===== src/rtl/irqagg_pkg.sv =====
package irqagg_pkg;

    // Byte offsets. Software depends on these values, so they are fixed.
    localparam logic [31:0] OFF_STAT     = 32'h00;
    localparam logic [31:0] OFF_STAT_SET = 32'h04;
    localparam logic [31:0] OFF_STAT_CLR = 32'h08;
    localparam logic [31:0] OFF_MASK     = 32'h0C;
    localparam logic [31:0] OFF_MASK_SET = 32'h10;
    localparam logic [31:0] OFF_MASK_CLR = 32'h14;

    typedef enum logic [2:0] {
        SEL_NONE,
        SEL_STAT,
        SEL_STAT_SET,
        SEL_STAT_CLR,
        SEL_MASK,
        SEL_MASK_SET,
        SEL_MASK_CLR
    } reg_sel_e;

    function automatic reg_sel_e sel_of(input logic [31:0] off);
        reg_sel_e s;
        case (off)
            OFF_STAT:     s = SEL_STAT;
            OFF_STAT_SET: s = SEL_STAT_SET;
            OFF_STAT_CLR: s = SEL_STAT_CLR;
            OFF_MASK:     s = SEL_MASK;
            OFF_MASK_SET: s = SEL_MASK_SET;
            OFF_MASK_CLR: s = SEL_MASK_CLR;
            default:      s = SEL_NONE;
        endcase
        return s;
    endfunction

endpackage


===== src/rtl/irqagg_decode.sv =====
module irqagg_decode
    import irqagg_pkg::*;
#(
    parameter int NSRC   = 32,
    parameter int ADDR_W = 5
) (
    input  logic [ADDR_W-1:0] addr,
    input  logic              wr_en,
    input  logic [NSRC-1:0]   wr_data,
    output reg_sel_e          sel,
    output logic [NSRC-1:0]   stat_set,
    output logic [NSRC-1:0]   stat_clr,
    output logic [NSRC-1:0]   mask_set,
    output logic [NSRC-1:0]   mask_clr
);

    localparam int PAD_W = 32 - ADDR_W;

    logic [31:0] off_w;
    assign off_w = {{PAD_W{1'b0}}, addr};
    assign sel   = sel_of(off_w);

    // One-hot write strobes: at most one of the four vectors is nonzero.
    always_comb begin
        stat_set = '0;
        stat_clr = '0;
        mask_set = '0;
        mask_clr = '0;
        if (wr_en) begin
            unique case (sel)
                SEL_STAT_SET: stat_set = wr_data;
                SEL_STAT_CLR: stat_clr = wr_data;
                SEL_MASK_SET: mask_set = wr_data;
                SEL_MASK_CLR: mask_clr = wr_data;
                SEL_NONE, SEL_STAT, SEL_MASK: ;
            endcase
        end
    end

endmodule


===== src/rtl/irqagg_cell.sv =====
module irqagg_cell (
    input  logic clk,
    input  logic rst_n,
    input  logic src,
    input  logic st_set,
    input  logic st_clr,
    input  logic mk_set,
    input  logic mk_clr,
    output logic stat,
    output logic mask,
    output logic pend
);

    logic stat_q;
    logic mask_q;

    // The hardware request is ORed in after the clear, so it wins a collision.
    always_ff @(posedge clk) begin
        if (!rst_n) begin
            stat_q <= 1'b0;
            mask_q <= 1'b1;
        end else begin
            stat_q <= (stat_q & ~st_clr) | st_set | src;
            mask_q <= (mask_q | mk_set) & ~mk_clr;
        end
    end

    assign stat = stat_q;
    assign mask = mask_q;
    assign pend = stat_q & ~mask_q;

endmodule


===== src/rtl/irqagg_readback.sv =====
module irqagg_readback
    import irqagg_pkg::*;
#(
    parameter int NSRC = 32
) (
    input  logic            clk,
    input  logic            rst_n,
    input  logic            rd_en,
    input  reg_sel_e        sel,
    input  logic [NSRC-1:0] stat_vec,
    input  logic [NSRC-1:0] mask_vec,
    output logic [NSRC-1:0] rd_data
);

    logic [NSRC-1:0] rd_next;

    always_comb begin
        rd_next = '0;
        if (rd_en) begin
            unique case (sel)
                SEL_STAT: rd_next = stat_vec;
                SEL_MASK: rd_next = mask_vec;
                SEL_NONE, SEL_STAT_SET, SEL_STAT_CLR,
                SEL_MASK_SET, SEL_MASK_CLR: rd_next = '0;
            endcase
        end
    end

    always_ff @(posedge clk) begin
        if (!rst_n) rd_data <= '0;
        else        rd_data <= rd_next;
    end

endmodule


===== src/rtl/latched_irq_ctrl.sv =====
module latched_irq_ctrl
    import irqagg_pkg::*;
#(
    parameter int NSRC   = 32,
    parameter int ADDR_W = 5
) (
    input  logic              clk,
    input  logic              rst_n,
    input  logic [ADDR_W-1:0] addr,
    input  logic              wr_en,
    input  logic [NSRC-1:0]   wr_data,
    input  logic              rd_en,
    output logic [NSRC-1:0]   rd_data,
    input  logic [NSRC-1:0]   src_req,
    output logic              irq_out
);

    reg_sel_e        sel;
    logic [NSRC-1:0] stat_set;
    logic [NSRC-1:0] stat_clr;
    logic [NSRC-1:0] mask_set;
    logic [NSRC-1:0] mask_clr;
    logic [NSRC-1:0] stat_vec;
    logic [NSRC-1:0] mask_vec;
    logic [NSRC-1:0] pend_vec;

    irqagg_decode #(.NSRC(NSRC), .ADDR_W(ADDR_W)) u_decode (
        .addr     (addr),
        .wr_en    (wr_en),
        .wr_data  (wr_data),
        .sel      (sel),
        .stat_set (stat_set),
        .stat_clr (stat_clr),
        .mask_set (mask_set),
        .mask_clr (mask_clr)
    );

    for (genvar i = 0; i < NSRC; i++) begin : g_cell
        irqagg_cell u_cell (
            .clk    (clk),
            .rst_n  (rst_n),
            .src    (src_req[i]),
            .st_set (stat_set[i]),
            .st_clr (stat_clr[i]),
            .mk_set (mask_set[i]),
            .mk_clr (mask_clr[i]),
            .stat   (stat_vec[i]),
            .mask   (mask_vec[i]),
            .pend   (pend_vec[i])
        );
    end

    irqagg_readback #(.NSRC(NSRC)) u_readback (
        .clk      (clk),
        .rst_n    (rst_n),
        .rd_en    (rd_en),
        .sel      (sel),
        .stat_vec (stat_vec),
        .mask_vec (mask_vec),
        .rd_data  (rd_data)
    );

    assign irq_out = |pend_vec;

endmodule


===== config.mk =====
export PLATFORM = sky130hd
export DESIGN_NAME = latched_irq_ctrl
export DESIGN_NICKNAME = d
export VERILOG_FILES = /design/src/rtl/irqagg_pkg.sv /design/src/rtl/irqagg_decode.sv /design/src/rtl/irqagg_cell.sv /design/src/rtl/irqagg_readback.sv /design/src/rtl/latched_irq_ctrl.sv
export SDC_FILE = /design/constraint.sdc
export NUM_CORES = 1
export LEC_CHECK = 0
export BUFFER_PORTS_ARGS = -buffer_cell sky130_fd_sc_hd__buf_2
export CORE_ASPECT_RATIO = 0.5
export CORE_MARGIN = 4
export CORE_UTILIZATION = 50
export CTS_BUF_LIST = sky130_fd_sc_hd__clkbuf_4
export CTS_CLUSTER_DIAMETER = 60
export DETAILED_ROUTE_END_ITERATION = 16
export HOLD_SLACK_MARGIN = 0.12
export PLACE_DENSITY = 0.86
export SLEW_MARGIN = 0
export SYNTH_ARGS = -nofsm -noshare
export SYNTH_HDL_FRONTEND = slang
export SYNTH_SLANG_ARGS = --single-unit

===== constraint.sdc =====
create_clock -name clk -period 2.49 [get_ports clk]
set_input_delay 0.6225 -clock clk [delete_from_list [all_inputs] [get_ports clk]]
set_output_delay 0.6225 -clock clk [all_outputs]
set_load 0.02 [all_outputs]

* After elaboration in Yosys (flattened, before gate mapping)
Cells that the tools add are included.
Operators by class: eq/ne operators 11, muxes and demuxes 10, bitwise logic cells 288, reductions and logical operators 5
Operators by type and width (count):
- $mux 32 | 8
- $and 1x1->1 | 96
- $not 1->1 | 96
- $or 1x1->1 | 96
- $pmux 32 s3 | 1
- $logic_not 32->1 | 1
- $reduce_or 32->1 | 1
- $pmux 3 s6 | 1
- $eq 5x4->1 const B | 2
- $eq 5x5->1 const B | 2
- $eq 3x3->1 const B | 3
- $eq 3x2->1 const B | 2
- $eq 5x3->1 const B | 1
- $reduce_or 5->1 | 1
- $eq 3x1->1 const B | 1
- $logic_not 3->1 | 1
- $reduce_and 2->1 | 1
Word-level totals: flip-flop bits (word level) 96, bits of input ports 73, output and inout port bits 33, logic and storage cells 379

* Depth between registers and ports, before layout
depth in word-level cells 9, depth in mapped cells 6, gate-level depth less buffers 4

* Modules after synthesis
Synthesis repeated with hierarchy kept, for this count alone.
Second synthesis, totals: cell total of the unflattened synthesis 511, area, all modules 4635.7 µm²
By module, submodules not included:
- irqagg_cell | instances 32, cells each 7, area each 70.1 µm², sequential area each 40.0 µm²
- irqagg_decode | instances 1, cells each 202, area each 1308.8 µm², sequential area each 0.0 µm²
- irqagg_readback | instances 1, cells each 74, area each 1009.7 µm², sequential area each 640.6 µm²
- latched_irq_ctrl | instances 1, cells each 11, area each 75.1 µm², sequential area each 0.0 µm²

* Least setup slack after synthesis
Ideal clock, no wire load.
path type input -> register, start point in addr[3], end point reg g_cell[10].u_cell.mask_q, setup time 0.143 ns, data arrival time 1.679 ns, required time 2.347 ns, setup slack 0.668 ns, stages on the path 5, path buffers 2, cell sequence or4b_1 > buf_6 > buf_6 > o21ai_0 > o311ai_1
Between the ends: cells in the longest elaborated chain, start to end 7, elaborated cells on any way between the ends 16, classes of those cells 7 x eq/ne; 5 x mux; 3 x bitwise; 1 x reduce/logical
Ends and longest elaborated chain:
- start: declaration | line latched_irq_ctrl.sv:9 | input logic [ADDR_W-1:0] addr,
- $logic_not 32->1, or another cell as far along | line irqagg_pkg.sv:23 | case (off)
- $pmux 3 s6 (*) | line irqagg_pkg.sv:23
- $eq 3x3->1 | line irqagg_decode.sv:30 | unique case (sel)
- $mux 32 | line irqagg_decode.sv:30
- $mux 32 | line irqagg_decode.sv:29 | if (wr_en) begin
- $or 1x1->1 / $not 1->1 (equally long branches) | line irqagg_cell.sv:24 | mask_q <= (mask_q | mk_set) & ~mk_clr;
- $and 1x1->1 (*) | line irqagg_cell.sv:24
- end signal: assignment | line irqagg_cell.sv:24
- end: declaration | line irqagg_cell.sv:15 | logic mask_q;
Every way passes the cells marked *; elsewhere a longest branch is shown, timed or not. A chain may end at the register's enable or synchronous reset.

* Worst setup path in the final report
start point reg g_cell[15].u_cell.mask_q, end point out irq_out
Between the ends: cells in the longest elaborated chain, start to end 3
Ends and longest elaborated chain:
- start: declaration | line irqagg_cell.sv:15
- start signal: assignment | line irqagg_cell.sv:24
- $not 1->1 | line irqagg_cell.sv:30 | assign pend = stat_q & ~mask_q;
- $and 1x1->1 | line irqagg_cell.sv:30
- $reduce_or 32->1 | line latched_irq_ctrl.sv:63 | assign irq_out = |pend_vec;
- end: declaration | line latched_irq_ctrl.sv:15 | output logic irq_out
No other way between the ends.

==> impl_metrics.tcl <==
set metrics [dict create \
    cts_max_level 3 \
    timing.fmax_mhz 427 \
    die_x_um 135 \
    grt_usage_pct 21.3 \
    p_leak_uw 0.00191 \
    finish.utilization_pct 61.7 \
    area_growth_pct 16.3 \
    yosysTopAreaCell "dfxtp_1" \
    ant_nets 0 \
    antenna_cells 0 \
    status "complete, no violations" \
    syn_nets 527 \
    finalSetupViolations 0 \
    synth.avg_cell_area_um2 8.84 \
    clkPwrFrac_pct 29.4 \
    dp_hpwl_mm 6.65 \
    drive_above_1_share_pct 24.5 \
    p_sw_uw 692 \
    fin_crit_sh_pct 94.1 \
    crit_chain "o22ai_1, nor4_1, nand4_1, buf_2" \
    worst_clock_skew_ps 8.69 \
    reg2reg_setup_slack_ps 1750 \
    core_area_mm2 0.00757 \
    crit_path_max_incr_delay_ps 400 \
    die_h_um 71.3 \
    drt_iter0_markers 304 \
    dieArea_mm2 0.00961 \
    ir_drop_mv 0.219 \
    cp-start-kind "register" \
    tritoncts "yes" \
    syn_area_mm2 0.00401 \
    wl_per_cell_um 15.8 \
    power.share.combinational_pct 10.7 \
    slowest_stage "nor4_1" \
    intPower_uw 2010 \
    dp.cells 636 \
    sw_frac_of_total_pct 25.6 \
    worst_pin_slew_ps 623 \
    slew_headroom_pct 58.5 \
    ys_types 25 \
    synth-seq-cells 96 \
    clock_latency_ps 460 \
    rsz0062_at_grt "no" \
    hold_path.class "input pin to register" \
    synth_cells 454 \
    dr.pass1.iters 5 \
    grt-ovfl-total 0 \
    antenna_found_initial 1 \
    grt_pass1_vias 3565 \
    totalPowerFinal_uw 2700 \
    cp_top_family "simple AND/OR/NAND/NOR gates" \
    hold_violations 0 \
    criticalPathCategory "register to output port" \
    nFillCells 680 \
    ios 106 \
    start_util_pct 53.0 \
    hold-worst-slack_ps 400 \
    crit_buf_inv 1 \
    slew_viol_final 0 \
    io_buffers 105 \
    endpoint_kind "output port" \
    cts_sinks 96 \
    final_cells 650 \
    grt_start_max_net_pins 65 \
    cts_root_buf "clkbuf_4" \
    wl_mm 10.3 \
    ys_top_cells_by_area "dfxtp_1 (48%), o21ai_0 (8.0%), o311ai_1 (7.0%)" \
    ys_seq_area_share_pct 47.9 \
    drv_cap 0 \
    via_per_inst 5.72 \
    pwr_density_cell_mw_per_mm2 579 \
    grt_pass1_wl_mm 16.5 \
    dr_total_vias 3720 \
    final.setup.tns_ps 0 \
    crit_fanout 3 \
    pwr-share-seq_pct 59.9 \
    cts_buffer_depth 2 \
    clkTransAtPathRegs_ps 140 \
    worstPathArrival_ps 1720 \
    gp_congestion 0.839 \
    yosysWarnings 0 \
    fin_nets 612 \
    num_rows 22 \
    synth_top_area_share_pct 47.9 \
    numCtsBuffers 9 \
    min_period_ps 2340 \
    crit_required_ps 1870 \
    drcViolationCount 0 \
]
flip-flops by register name, indices dropped and copies added, names as in the netlist:
name,count
u_readback.rd_data,32
g_cell.u_cell.mask,32
g_cell.u_cell.stat,32
cell usage after synthesis (all sizes together):
master and n:
dfxtp 96, o21ai 64, nand2 34, nor2 34
inv 33, a21boi 32, a22oi 32, a31oi 32
o311ai 32, buf 21, clkbuf 19, o22ai 16
nor4 4, and2 1, nand4 1, nor4b 1
or4 1, or4b 1
kinds of logic (layout without fill, tap and decap cells):
kind of cell,count (synthesis),in the layout,synth area share (%)
buffers and inverters,73,161,9.36
DFF,96,96,47.9
and+or+nand+nor,77,77,8.30
AOI/OAI and AO/OA,208,208,34.4
through the flow:
stage | setup WS (ps) | area, um2
CTS | 106 | 4660
finish | 148 | 4670
floorplan | 668 | 4010
global placement | 384 | 4540
detailed placement | 261 | 4540
global route | 4.36 | 4670
worst reg2reg max path, cell delays in order (launching register included):
cell and delay [ps]:
dfxtp_1 370, o21ai_0 110, o311ai_1 130
power by group through the flow:
stage / combinational (uW) / sequential [uW] / clock [uW]
after global placement: 278 / 1650 / 0
after detailed placement: 287 / 1650 / 0
final: 289 / 1620 / 794
after floorplan: 172 / 1650 / 0
after CTS: 287 / 1620 / 804
after global routing: 321 / 1620 / 863
per-layer routing:
metal / track usage [%] / vias to the layer above / routed length (um)
li1: - / 1847 / -
met1: 27.0 / 1719 / 4570
met2: 33.8 / 135 / 4710
met3: 7.15 / 17 / 823
met4: 8.47 / 2 / 156
met5: 0 / - / 9
final timing paths:
check / start / end / cells after the start
worst min-delay path: src_req[18] / g_cell[18].u_cell.stat / 3
worst min register to register: g_cell[5].u_cell.stat / g_cell[5].u_cell.stat / 2
worst max register to register: g_cell[16].u_cell.mask / g_cell[16].u_cell.mask / 2
worst max-delay path: g_cell[15].u_cell.mask / irq_out / 4
cell type report:
cell class	count	area (um2)	share of cell area [%]
clock buffer	10	75.1	1.61
sequential	96	1920	41.2
timing repair buffer	114	643	13.8
multi-input combinational	285	1720	36.9
tap	108	135	2.90
inverter	33	124	2.65
clock inverter	4	47.5	1.02
repair_timing:
item                       in CTS  in global routing
resized for setup               0                  1
setup endpoints to repair       0                  1
hold buffers                    0                  0
buffers inserted                0                  0
cells in the final DEF (no fill, tap or decap), drive strengths merged:
cell / instances
a21boi: 32
a22oi: 32
a31oi: 32
and2: 1
buf: 114
bufinv: 1
clkbuf: 10
clkinv: 2
clkinvlp: 1
dfxtp: 96
inv: 33
nand2: 34
nand4: 1
nor2: 34
nor4: 4
nor4b: 1
o21ai: 64
o22ai: 16
o311ai: 32
or4: 1
or4b: 1
Note: power is estimated with default switching activity, not from simulation.
